File: src/rtl/cps_pkg.sv
package cps_pkg;

  typedef enum logic [1:0] {
    K_GEN = 2'd0,
    K_RD  = 2'd1,
    K_STR = 2'd2
  } kind_t;

  typedef enum logic [1:0] {
    S_IDLE = 2'd0,
    S_COLL = 2'd1,
    S_STRM = 2'd2,
    S_EXEC = 2'd3
  } st_t;

endpackage

File: src/rtl/cps_decode.sv
module cps_decode
  import cps_pkg::*;
#(
  parameter int DATA_W      = 8,
  parameter int CNT_W       = 2,
  parameter int NEED_W      = 3,
  parameter int STREAM_VALS = 3,
  parameter logic [DATA_W-1:0] RD_CODE = 8'h3C,
  parameter logic [DATA_W-1:0] WR_CODE = 8'h7C
) (
  input  logic [DATA_W-1:0] cmd,
  output logic [DATA_W-1:0] base,
  output logic [NEED_W-1:0] need,
  output kind_t             kind
);

  always_comb begin
    base = {cmd[DATA_W-1:CNT_W], {CNT_W{1'b0}}};
    if (base == RD_CODE) begin
      kind = K_RD;
    end else if (base == WR_CODE) begin
      kind = K_STR;
    end else begin
      kind = K_GEN;
    end
    if (kind == K_STR) begin
      need = NEED_W'(STREAM_VALS + 1);
    end else begin
      need = NEED_W'(cmd[CNT_W-1:0]);
    end
  end

endmodule

File: src/rtl/cps_regfile.sv
module cps_regfile #(
  parameter int DATA_W  = 8,
  parameter int REG_N   = 32,
  parameter int TOP_IDX = 7,
  parameter int IW      = $clog2(REG_N)
) (
  input  logic              clk,
  input  logic              rst_n,
  input  logic              we,
  input  logic [IW-1:0]     widx,
  input  logic [DATA_W-1:0] wd,
  input  logic [DATA_W-1:0] rd_key,
  output logic [DATA_W-1:0] top_q,
  output logic [DATA_W-1:0] rd_q
);

  logic [DATA_W-1:0] mem [REG_N];
  logic [IW-1:0]     ridx;

  for (genvar g = 0; g < REG_N; g++) begin : g_reg
    logic en;
    assign en = we && (widx == IW'(g));
    always_ff @(posedge clk or negedge rst_n) begin
      if (!rst_n) begin
        mem[g] <= '0;
      end else if (en) begin
        mem[g] <= wd;
      end
    end
  end

  always_comb begin
    ridx  = IW'(rd_key % REG_N);
    rd_q  = mem[ridx];
    top_q = mem[TOP_IDX];
  end

endmodule

File: src/rtl/cps_ctrl.sv
module cps_ctrl
  import cps_pkg::*;
#(
  parameter int DATA_W      = 8,
  parameter int REG_N       = 32,
  parameter int TOP_IDX     = 7,
  parameter int NEED_W      = 3,
  parameter int STREAM_VALS = 3,
  parameter int IW          = $clog2(REG_N)
) (
  input  logic              clk,
  input  logic              rst_n,
  input  logic              cmd_we,
  input  logic              prm_we,
  input  logic [DATA_W-1:0] wdata,
  input  kind_t             d_kind,
  input  logic [DATA_W-1:0] d_base,
  input  logic [NEED_W-1:0] d_need,
  input  logic [DATA_W-1:0] rd_data,
  output logic              rf_we,
  output logic [IW-1:0]     rf_idx,
  output logic [DATA_W-1:0] rf_wd,
  output logic              busy,
  output logic              prm_evt,
  output logic              start,
  output logic [DATA_W-1:0] start_code,
  output logic [DATA_W-1:0] result
);

  st_t               st_q,   st_d;
  kind_t             kind_q, kind_d;
  logic [DATA_W-1:0] code_q, code_d;
  logic [NEED_W-1:0] need_q, need_d;
  logic [IW-1:0]     slot_q, slot_d;
  logic [IW-1:0]     ptr_q,  ptr_d;
  logic              start_d;
  logic              res_ld;

  always_comb begin
    st_d    = st_q;
    kind_d  = kind_q;
    code_d  = code_q;
    need_d  = need_q;
    slot_d  = slot_q;
    ptr_d   = ptr_q;
    rf_we   = 1'b0;
    rf_idx  = slot_q;
    rf_wd   = wdata;
    start_d = 1'b0;
    res_ld  = 1'b0;
    if (cmd_we) begin
      kind_d = d_kind;
      code_d = d_base;
      need_d = d_need;
      slot_d = IW'(TOP_IDX);
      st_d   = (d_need == '0) ? S_EXEC : S_COLL;
    end else begin
      unique case (st_q)
        S_COLL: begin
          if (prm_we) begin
            rf_we  = 1'b1;
            rf_idx = slot_q;
            if (kind_q == K_STR) begin
              ptr_d  = IW'(wdata % REG_N);
              need_d = NEED_W'(STREAM_VALS);
              st_d   = S_STRM;
            end else begin
              slot_d = slot_q - 1'b1;
              need_d = need_q - 1'b1;
              if (need_q == NEED_W'(1)) begin
                st_d = S_EXEC;
              end
            end
          end
        end
        S_STRM: begin
          if (prm_we) begin
            rf_we  = 1'b1;
            rf_idx = ptr_q;
            ptr_d  = ptr_q + 1'b1;
            need_d = need_q - 1'b1;
            if (need_q == NEED_W'(1)) begin
              st_d = S_EXEC;
            end
          end
        end
        S_EXEC: begin
          st_d    = S_IDLE;
          start_d = (kind_q == K_GEN);
          res_ld  = (kind_q == K_RD);
        end
        default: begin
          st_d = S_IDLE;
        end
      endcase
    end
  end

  always_ff @(posedge clk or negedge rst_n) begin
    if (!rst_n) begin
      st_q       <= S_IDLE;
      kind_q     <= K_GEN;
      code_q     <= '0;
      need_q     <= '0;
      slot_q     <= '0;
      ptr_q      <= '0;
      start      <= 1'b0;
      start_code <= '0;
      prm_evt    <= 1'b0;
      result     <= '0;
    end else begin
      st_q    <= st_d;
      kind_q  <= kind_d;
      code_q  <= code_d;
      need_q  <= need_d;
      slot_q  <= slot_d;
      ptr_q   <= ptr_d;
      start   <= start_d;
      prm_evt <= prm_we;
      if (start_d) begin
        start_code <= code_q;
      end
      if (res_ld) begin
        result <= rd_data;
      end
    end
  end

  assign busy = (st_q != S_IDLE);

endmodule

File: src/rtl/cmd_param_seq.sv
module cmd_param_seq
  import cps_pkg::*;
#(
  parameter int DATA_W      = 8,
  parameter int REG_N       = 32,
  parameter int TOP_IDX     = 7,
  parameter int CNT_W       = 2,
  parameter int STREAM_VALS = 3,
  parameter logic [DATA_W-1:0] RD_CODE = 8'h3C,
  parameter logic [DATA_W-1:0] WR_CODE = 8'h7C
) (
  input  logic              clk,
  input  logic              rst_n,
  input  logic              cmd_we,
  input  logic              prm_we,
  input  logic [DATA_W-1:0] wdata,
  output logic              busy,
  output logic              prm_evt,
  output logic              start,
  output logic [DATA_W-1:0] start_code,
  output logic [DATA_W-1:0] result
);

  localparam int IW     = $clog2(REG_N);
  localparam int NEED_W = CNT_W + 1;

  kind_t             d_kind;
  logic [DATA_W-1:0] d_base;
  logic [NEED_W-1:0] d_need;
  logic              rf_we;
  logic [IW-1:0]     rf_idx;
  logic [DATA_W-1:0] rf_wd;
  logic [DATA_W-1:0] top_q;
  logic [DATA_W-1:0] rd_q;

  cps_decode #(
    .DATA_W(DATA_W), .CNT_W(CNT_W), .NEED_W(NEED_W),
    .STREAM_VALS(STREAM_VALS), .RD_CODE(RD_CODE), .WR_CODE(WR_CODE)
  ) i_decode (
    .cmd  (wdata),
    .base (d_base),
    .need (d_need),
    .kind (d_kind)
  );

  cps_regfile #(
    .DATA_W(DATA_W), .REG_N(REG_N), .TOP_IDX(TOP_IDX), .IW(IW)
  ) i_regfile (
    .clk    (clk),
    .rst_n  (rst_n),
    .we     (rf_we),
    .widx   (rf_idx),
    .wd     (rf_wd),
    .rd_key (top_q),
    .top_q  (top_q),
    .rd_q   (rd_q)
  );

  cps_ctrl #(
    .DATA_W(DATA_W), .REG_N(REG_N), .TOP_IDX(TOP_IDX), .NEED_W(NEED_W),
    .STREAM_VALS(STREAM_VALS), .IW(IW)
  ) i_ctrl (
    .clk        (clk),
    .rst_n      (rst_n),
    .cmd_we     (cmd_we),
    .prm_we     (prm_we),
    .wdata      (wdata),
    .d_kind     (d_kind),
    .d_base     (d_base),
    .d_need     (d_need),
    .rd_data    (rd_q),
    .rf_we      (rf_we),
    .rf_idx     (rf_idx),
    .rf_wd      (rf_wd),
    .busy       (busy),
    .prm_evt    (prm_evt),
    .start      (start),
    .start_code (start_code),
    .result     (result)
  );

endmodule

File: config.mk
export PLATFORM = sky130hd
export DESIGN_NAME = cmd_param_seq
export DESIGN_NICKNAME = d
export VERILOG_FILES = /design/src/rtl/cps_pkg.sv /design/src/rtl/cps_decode.sv /design/src/rtl/cps_regfile.sv /design/src/rtl/cps_ctrl.sv /design/src/rtl/cmd_param_seq.sv
export SDC_FILE = /design/constraint.sdc
export NUM_CORES = 1
export LEC_CHECK = 0
export BUFFER_PORTS_ARGS = -buffer_cell sky130_fd_sc_hd__buf_4
export CORE_MARGIN = 2
export CORE_UTILIZATION = 45
export DETAILED_ROUTE_END_ITERATION = 16
export PLACE_DENSITY = 0.66
export SLEW_MARGIN = 20
export SYNTH_ARGS = -nofsm -noshare
export SYNTH_HDL_FRONTEND = slang
export SYNTH_HIERARCHICAL = 1
export SYNTH_SLANG_ARGS = --single-unit
File: constraint.sdc
create_clock -name clk -period 2.8 [get_ports clk]
set_input_delay 0.28 -clock clk [delete_from_list [all_inputs] [get_ports clk]]
set_output_delay 0.28 -clock clk [all_outputs]
set_load 0.05 [all_outputs]
==> flow_summary.toml, run 1 <==
[routing]
dr.first_iter.drc_count = 478
num_vias = 7751
via_per_inst = 5.66
drt_first_pass_iters = 4
drc_errors = 0
wl_per_cell_um = 22.6
wl_um = 31000
ant_nets = 0

[power]
finalPower_mw = 12.2
power_density_nw_per_um2 = 749
ir_worst_vdd_mv = 0.541
power.leakage_nw = 7.63

[critical_path]
rr_startpoint = "i_ctrl/st_q[0]$_DFFE_PN0P_"
cpPeakStageDelay_ps = 400
path_cells = "inv_2 > ha_4 > inv_1 > or3_4 > mux2_2 > nand2b_1 > nor2_4 > mux2_2"
worstPathRequired_ps = 3180
cp_slowest_cell = "or3_4"
arrival_ps = 3070
cp-startpoint = "i_ctrl/st_q[0]$_DFFE_PN0P_"
crit_fanout = 9
startpoint_type = "register"
end_kind = "register"
crit_top_cell = "mux2_2"
crit_type = "register to register"

[timing]
whs_ps = 41.7
slew_headroom_pct = 54.6
rsz0062_at_grt = "true"
fin_crit_sh_pct = 95.8
clock_skew_ps = 14.0
tightest_slew_ps = 679
finalSetupViolCount = 0
slew_violations = 0
max_clock_freq_mhz = 373
finalHoldViolCount = 0
period_needed_ps = 2680

[status]
status = "finished clean"

[global_routing]
grt_pass1_wl_um = 49700
antenna_found_initial = 0
overflow = 0
grt_pass1_vias = 8137
track_usage_pct = 19.7
grt_max_degree = 76

[cells_and_area]
final_util_pct = 53.1
num_antenna_cells = 0
syn2layout_area_growth_pct = 16.1
drive_gt1_share_pct = 57.3
final_area_um2 = 16300
nets = 970

[floorplanning]
initial_utilization_pct = 45.8
io_pins = 31
dieArea_um2 = 32500
core_area_um2 = 30600
rows = 64
dieHeight_um = 180
die_w_um = 180

[hold_path]
hold_class = "input pin to register"
min_from = "prm_we"

[placed_design]
gp_congestion = 0.762
dpl-instance-area_um2 = 15100
io_buffer_count = 30
dp_hpwl_um = 20100

[cts]
cts_sinks = 299
cts_max_level = 2
cts_buffer_depth = 3
clock_latency_ps = 500
clk_pin_slew_worst_paths_ps = 60
numCtsBuffers = 34
cts_tree = "yes"
cts_root_buffer = "clkbuf_16"

[synth]
syn_area_per_cell_um2 = 15.5
syn_area_um2 = 14000
syn_inst = 904
yosys_warnings = 6

[run]
drv_cap = 0
[layout make-up]
cell class	instances	area, µm²
tap	396	495
sequential	299	7490
clock buffer	49	1010
fill	2520	14300
multi-input combinational	512	6220
inverter	12	45.0
timing repair buffer	90	873
clock inverter	12	124
[layer usage]
| metal | track usage [%] | part of all wire, % |
|---|---|---|
| met5 | 0 | 0 |
| met4 | 4.23 | 1.6 |
| met3 | 3.05 | 4.0 |
| met2 | 30.8 | 47 |
| met1 | 29.4 | 47 |
[flip-flops by register name, indices dropped and copies added, names as in the netlist]
| register | flops |
|---|---|
| i_ctrl/result | 8 |
| i_ctrl/code_q | 8 |
| i_regfile/top_q | 8 |
| i_ctrl/st_q | 2 |
| i_regfile/mem | 248 |
| i_ctrl/kind_q | 2 |
| i_ctrl/start | 1 |
| i_ctrl/slot_q | 5 |
| i_ctrl/prm_evt | 1 |
| i_ctrl/need_q | 3 |
| i_ctrl/ptr_q | 5 |
| i_ctrl/start_code | 8 |
[layout by cell type, fill, tap and decap left out, types with 3 or more instances in the layout]
master,count
nand4b_1,3
clkbuf_8,8
nor2_4,8
buf_12,15
nand2_1,8
nor2b_1,10
mux4_2,80
nor2_2,4
clkbuf_16,35
a21oi_1,12
nor2_1,10
nand3_1,8
dfrtp_1,297
o21ai_0,3
nand2b_1,6
buf_4,73
inv_1,11
clkbuf_1,6
ha_1,8
nor3_4,3
mux2i_1,3
clkinv_2,6
nand2_2,9
nor3_1,3
mux2_2,294
[power by group]
group / total [mW] / internal (mW) / switching [mW]
Clock: 4.42 / 2.70 / 1.72
Sequential: 4.97 / 4.70 / 0.278
Combinational: 2.77 / 1.35 / 1.42
Total: 12.2 / 8.75 / 3.42
[path summary, 6_finish.rpt]
check | end | slack (ps) | depth (start not counted)
max | i_regfile/mem[86]$_DFFE_PN0P_ | 120 | 8
min | i_ctrl/prm_evt$_DFF_PN0_ | 40 | 2
max reg2reg | i_regfile/mem[86]$_DFFE_PN0P_ | 120 | 8
min reg2reg | i_ctrl/start_code[7]$_DFFE_PN0P_ | 480 | 1
max in group asynchronous | i_regfile/mem[13]$_DFFE_PN0P_ | 1620 | 3
min in group asynchronous | i_regfile/mem[163]$_DFFE_PN0P_ | 330 | 2
[worst max-delay path: cells and delay by family (launching register included)]
kind                     cells  cell delay [ps]
AND/OR/NAND/NOR              3             1130
buffers and inverters        2              130
adder cells (fa/ha/maj)      1              130
flip-flops                   1              390
multiplexers                 2              770
[what timing repair did]
action,in CTS,in global routing
resized for setup,1,11
setup buffers,0,0
hold buffers,1,0
hold endpoints to repair,58,0
pin swaps,0,2
setup endpoints to repair,8,216
[per-stage QoR]
stage / setup WS, ps / TNS (ps) / instances
floorplan: -54.4 / -1080 / 905
global placement: 12.5 / 0 / 1308
detailed placement: 3.14 / 0 / 1308
CTS: 13.6 / 0 / 1370
global route: -1.71 / -1.71 / 1370
finish: 117 / 0 / 1370
(Power assumes the default switching activity.)
==> inputs of run 2 (changes only) <==
Settings changed: CORE_UTILIZATION 45 to 47, PLACE_DENSITY 0.66 to 0.68.
==> run 2 against run 1 <==
- global-route usage is 0.82 points higher
- register-to-register slack worse by 60 ps
- final cell count decreased by 0.80%
- routed wire length down 1.8%
- setup slack got worse by 61 ps
- maximum frequency decreased by 2.2%
- clock power fell by 9.3%
- via count fell by 0.57%
- combinational power decreased by 3%
- critical endpoint is now i_regfile/mem[183]$_DFFE_PN0P_
- die area down 4.2%
- sequential cell count is the same
- count of clock-buffer cells in the layout is 6 lower
==> flow_summary.toml, run 2 (synthesis gave the netlist of run 1 again) <==
[critical_path]
end_kind = "register"
crit_fanout = 8
path_cells = "inv_2 > ha_4 > inv_1 > or3_4 > mux2_2 > nor4bb_2 > buf_4 > nand2_1 > buf_12 > mux2_2"
cpPeakStageDelay_ps = 420
crit_top_cell = "mux2_2"
crit_type = "register to register"
startpoint_type = "register"
path_delay_family = "simple AND/OR/NAND/NOR gates"
worstPathRequired_ps = 3240
arrival_ps = 3180
crit_buf_inv = 4
cp-startpoint = "i_ctrl/st_q[0]$_DFFE_PN0P_"
rr_startpoint = "i_ctrl/st_q[0]$_DFFE_PN0P_"
cp_slowest_cell = "or3_4"

[floorplanning]
initial_utilization_pct = 47.5
io_pins = 31
dieArea_um2 = 31200
core_area_um2 = 29500
dieHeight_um = 177
rows = 63
die_w_um = 177

[routing]
dr.first_iter.drc_count = 444
num_vias = 7707
drt_first_pass_iters = 5
wl_per_cell_um = 22.4
ant_nets = 0
via_per_inst = 5.67
wl_um = 30500
drc_errors = 0

[timing]
rsz0062_at_grt = "true"
finalSetupViolCount = 0
slew_violations = 0
finalHoldViolCount = 0
slew_headroom_pct = 57.3
clock_skew_ps = 6.80
fin_crit_sh_pct = 98.0
totalNegativeSetupSlack_ps = 0
tightest_slew_ps = 638
whs_ps = 257
period_needed_ps = 2740
max_clock_freq_mhz = 365

[cts]
cts_max_level = 1
clk_pin_slew_worst_paths_ps = 60
clock_latency_ps = 550
cts_root_buffer = "clkbuf_16"
cts_tree = "yes"
numCtsBuffers = 31
cts_sinks = 299
cts_buffer_depth = 3

[cells_and_area]
num_antenna_cells = 0
syn2layout_area_growth_pct = 15.5
top_register = "i_regfile/mem"
layout_commonest_cell = "dfrtp_1"
drive_gt1_share_pct = 57.1
layout_common_cells = "dfrtp_1 (297), mux2_2 (294), mux4_2 (80)"
nets = 970
largest_register_ffs = 248
final_util_pct = 54.9

[status]
status = "finished clean"

[global_routing]
grt_pass1_wl_um = 48900
track_usage_pct = 20.5
antenna_found_initial = 0
grt_max_degree = 79
grt_pass1_vias = 8108
overflow = 0

[hold_path]
min_from = "wdata[4]"
hold_class = "input pin to register"

[power]
power_density_nw_per_um2 = 724
power.leakage_nw = 7.59
ir_worst_vdd_mv = 0.577

[placed_design]
io_buffer_count = 30
dp_hpwl_um = 19500
gp_congestion = 0.790

[run]
drv_cap = 0
==> run 2: cell count changes in the layout (fill, tap and decap cells not counted), sizes merged <==
cell / before / now
buf: 89 / 91
inv: 13 / 12
dlygate4sd3: 1 / 2
clkbuf: 49 / 43
clkinvlp: 1 / 0
==> run 2: routing by layer <==
layer / GRT usage [%] / wire (µm)
met1: 30.9 / 14600
met2: 32.5 / 14400
met3: 2.02 / 884
met4: 4.86 / 614
met5: 0 / 0
==> run 2: final timing paths <==
path	end	slack, ps	depth (start not counted)
min reg2reg	i_ctrl/start_code[7]$_DFFE_PN0P_	490	1
min in group asynchronous	i_regfile/mem[33]$_DFFE_PN0P_	310	2
max in group asynchronous	i_regfile/mem[223]$_DFFE_PN0P_	1600	3
max	i_regfile/mem[183]$_DFFE_PN0P_	60	10
max reg2reg	i_regfile/mem[183]$_DFFE_PN0P_	60	10
min	i_ctrl/ptr_q[4]$_DFFE_PN0P_	260	3
==> run 2: power breakdown <==
| part | internal, mW | switching [mW] |
|---|---|---|
| Combinational | 1.33 | 1.36 |
| Sequential | 4.69 | 0.318 |
| Clock | 2.37 | 1.64 |
==> run 2: repair_timing <==
action / in CTS / in global routing
gates cloned: 0 / 0
pin swaps: 3 / 1
endpoints found under the hold margin: 68 / 0
hold buffers: 2 / 0
buffers inserted: 4 / 0
setup endpoints to repair: 88 / 190
gates resized for setup: 8 / 3
==> run 2: area by class of cell <==
| cell class | count | area (µm²) |
|---|---|---|
| Fill cell | 2438 | 13300 |
| Sequential cell | 299 | 7490 |
| Multi-Input combinational cell | 512 | 6210 |
| Timing Repair Buffer | 93 | 948 |
| Clock buffer | 43 | 891 |
| Tap cell | 390 | 488 |
| Clock inverter | 10 | 100 |
| Inverter | 12 | 45.0 |
==> run 2: worst min-delay path, delay by kind of cell <==
family	cells	cell delay (ps)
buf+inv	1	250
simple gates	2	220
==> run 2: per-stage QoR <==
| step | power (mW) | instance area (µm²) | instances | setup WS, ps |
|---|---|---|---|---|
| after floorplan | 6.99 | 14100 | 905 | -54.4 |
| after global placement | 7.77 | 15000 | 1300 | -69.2 |
| after detailed placement | 7.80 | 15000 | 1300 | -103 |
| after CTS | 11.8 | 16200 | 1359 | 6.63 |
| after global routing | 12.2 | 16200 | 1359 | -10.5 |
| final | 11.7 | 16200 | 1359 | 56.8 |
==> inputs of run 3 (changes only) <==
Settings changed: REMOVE_ABC_BUFFERS set to 1.
==> run 3 against run 2 <==
- die area unchanged
- highest routed layer unchanged
- critical path type unchanged
- global-route usage about the same
- register-to-register slack about the same
- total power up 2.0%
==> flow_summary.toml, run 3 (synthesis gave the netlist of run 1 again) <==
[timing]
rsz0062_at_grt = "true"
tightest_slew_ps = 779
fin_crit_sh_pct = 98.0
clock_skew_ps = 11.7
slew_headroom_pct = 48.0
whs_ps = 265
finalHoldViolCount = 0
max_clock_freq_mhz = 364
period_needed_ps = 2740
slew_violations = 0
finalSetupViolCount = 0

[routing]
wl_um = 30400
drt_first_pass_iters = 4
drc_errors = 0
num_vias = 7727
dr.first_iter.drc_count = 454
via_per_inst = 5.66
highest_layer = "met4"
met1_length_um = 14200
met3WireLength_um = 1440
wl_per_cell_um = 22.3
ant_nets = 0
wl_met2_um = 14300

[floorplanning]
io_pins = 31
rows = 63
die_w_um = 177
dieArea_um2 = 31200
initial_utilization_pct = 47.5
core_area_um2 = 29500
dieHeight_um = 177

[cts]
cts_buffer_depth = 3
clk_pin_slew_worst_paths_ps = 60
cts_sinks = 299
cts_tree = "yes"
numCtsBuffers = 31
clock_latency_ps = 550
cts_root_buffer = "clkbuf_16"
cts_max_level = 1

[global_routing]
antenna_found_initial = 0
grt_pass1_vias = 8244
track_usage_pct = 20.5
overflow = 0
grt_pass1_wl_um = 49100
grt_max_degree = 100

[hold_path]
hold_class = "input pin to register"

[cells_and_area]
final_area_um2 = 16100
largest_register_ffs = 248
drive_gt1_share_pct = 54.7
layout_commonest_cell = "dfrtp_1"
stdcell_count = 1365
syn2layout_area_growth_pct = 14.9
top_register = "i_regfile/mem"
nets = 972
layout_common_cells = "dfrtp_1 (297), mux2_2 (294), mux4_2 (80)"
num_antenna_cells = 0
n_fill_cell = 2375

[run]
drv_cap = 0

[critical_path]
arrival_ps = 3180
end_kind = "register"
startpoint_type = "register"
crit_type = "register to register"
worstPathRequired_ps = 3230
crit_fanout = 8

[placed_design]
dpl-instance-area_um2 = 15000
gp_congestion = 0.805
io_buffer_count = 30
dp_hpwl_um = 19900
dpl.cell_count = 1304

[power]
ir_worst_vdd_mv = 0.458
power.leakage_nw = 7.59
power_density_nw_per_um2 = 743

[status]
status = "finished clean"
[run 3: changes by cell type in the layout (fill, tap and decap cells not counted), sizes merged]
cell      before  now
clkinvlp       0    1
bufinv         2    3
inv           12   13
buf           91   93
clkinv         8    5
clkbuf        43   47
[run 3: area by class of cell]
cell class              instances  area (µm²)  area share [%]
well taps                     390         488            3.03
multi-input cells             512        6070            37.7
flip-flops and latches        299        7490            46.5
clock buffers                  47         916            5.69
repair buffers                 95         946            5.88
inverters                      12        45.0           0.280
clock inverters                10         134           0.832
[run 3: path summary, 6_finish.rpt]
kind | endpoint | slack, ps | startpoint | cells after the start
min reg2reg | i_ctrl/start_code[7]$_DFFE_PN0P_ | 490 | i_ctrl/code_q[7]$_DFFE_PN0P_ | 1
max reg2reg | i_regfile/mem[166]$_DFFE_PN0P_ | 60 | i_ctrl/st_q[0]$_DFFE_PN0P_ | 10
max in group asynchronous | i_regfile/mem[96]$_DFFE_PN0P_ | 1690 | rst_n | 3
min | i_ctrl/ptr_q[0]$_DFFE_PN0P_ | 260 | wdata[0] | 3
min in group asynchronous | i_regfile/mem[28]$_DFFE_PN0P_ | 360 | rst_n | 2
max | i_regfile/mem[166]$_DFFE_PN0P_ | 60 | i_ctrl/st_q[0]$_DFFE_PN0P_ | 10
[run 3: per-stage QoR]
stage          total power [mW]  worst slack [ps]  util, %  TNS, ps
2_1_floorplan              6.77             -1480        -   -66380
3_3_place_gp               7.84             -9.13     50.8    -89.8
3_5_place_dp               7.87             -5.72     50.8    -11.1
4_1_cts                    12.1              66.8     54.5        0
5_1_grt                    12.5             -59.1     54.6    -1480
6_report                   11.9              55.4     54.6        0
[run 3: timing repair]
| item | CTS | global route |
|---|---|---|
| resized for setup | 3 | 5 |
| hold buffers | 2 | 0 |
| endpoints found under the hold margin | 95 | 0 |
| buffers inserted | 1 | 1 |
| pin swaps | 0 | 2 |
| setup endpoints to repair | 12 | 86 |
| cloned | 0 | 0 |
[run 3: worst max-delay path, stage by stage (launching register included)]
cell,delay [ps]
dfrtp_1,370
inv_1,70
ha_1,160
inv_1,60
or3_4,410
mux2_4,360
nor4bb_2,330
buf_4,180
and3_1,200
buf_12,140
mux2_2,330
[run 3: report_power, final]
part	switching, mW	leakage, nW	internal, mW	total (mW)
Combinational	1.37	3.03	1.35	2.72
Sequential	0.342	4.05	4.69	5.04
Clock	1.67	0.517	2.52	4.19
[run 3: per-layer routing]
layer	up-vias	global-route usage [%]
li1	3432	-
met2	121	32.0
met5	-	0
met1	4140	30.8
met3	34	2.71
met4	0	4.72
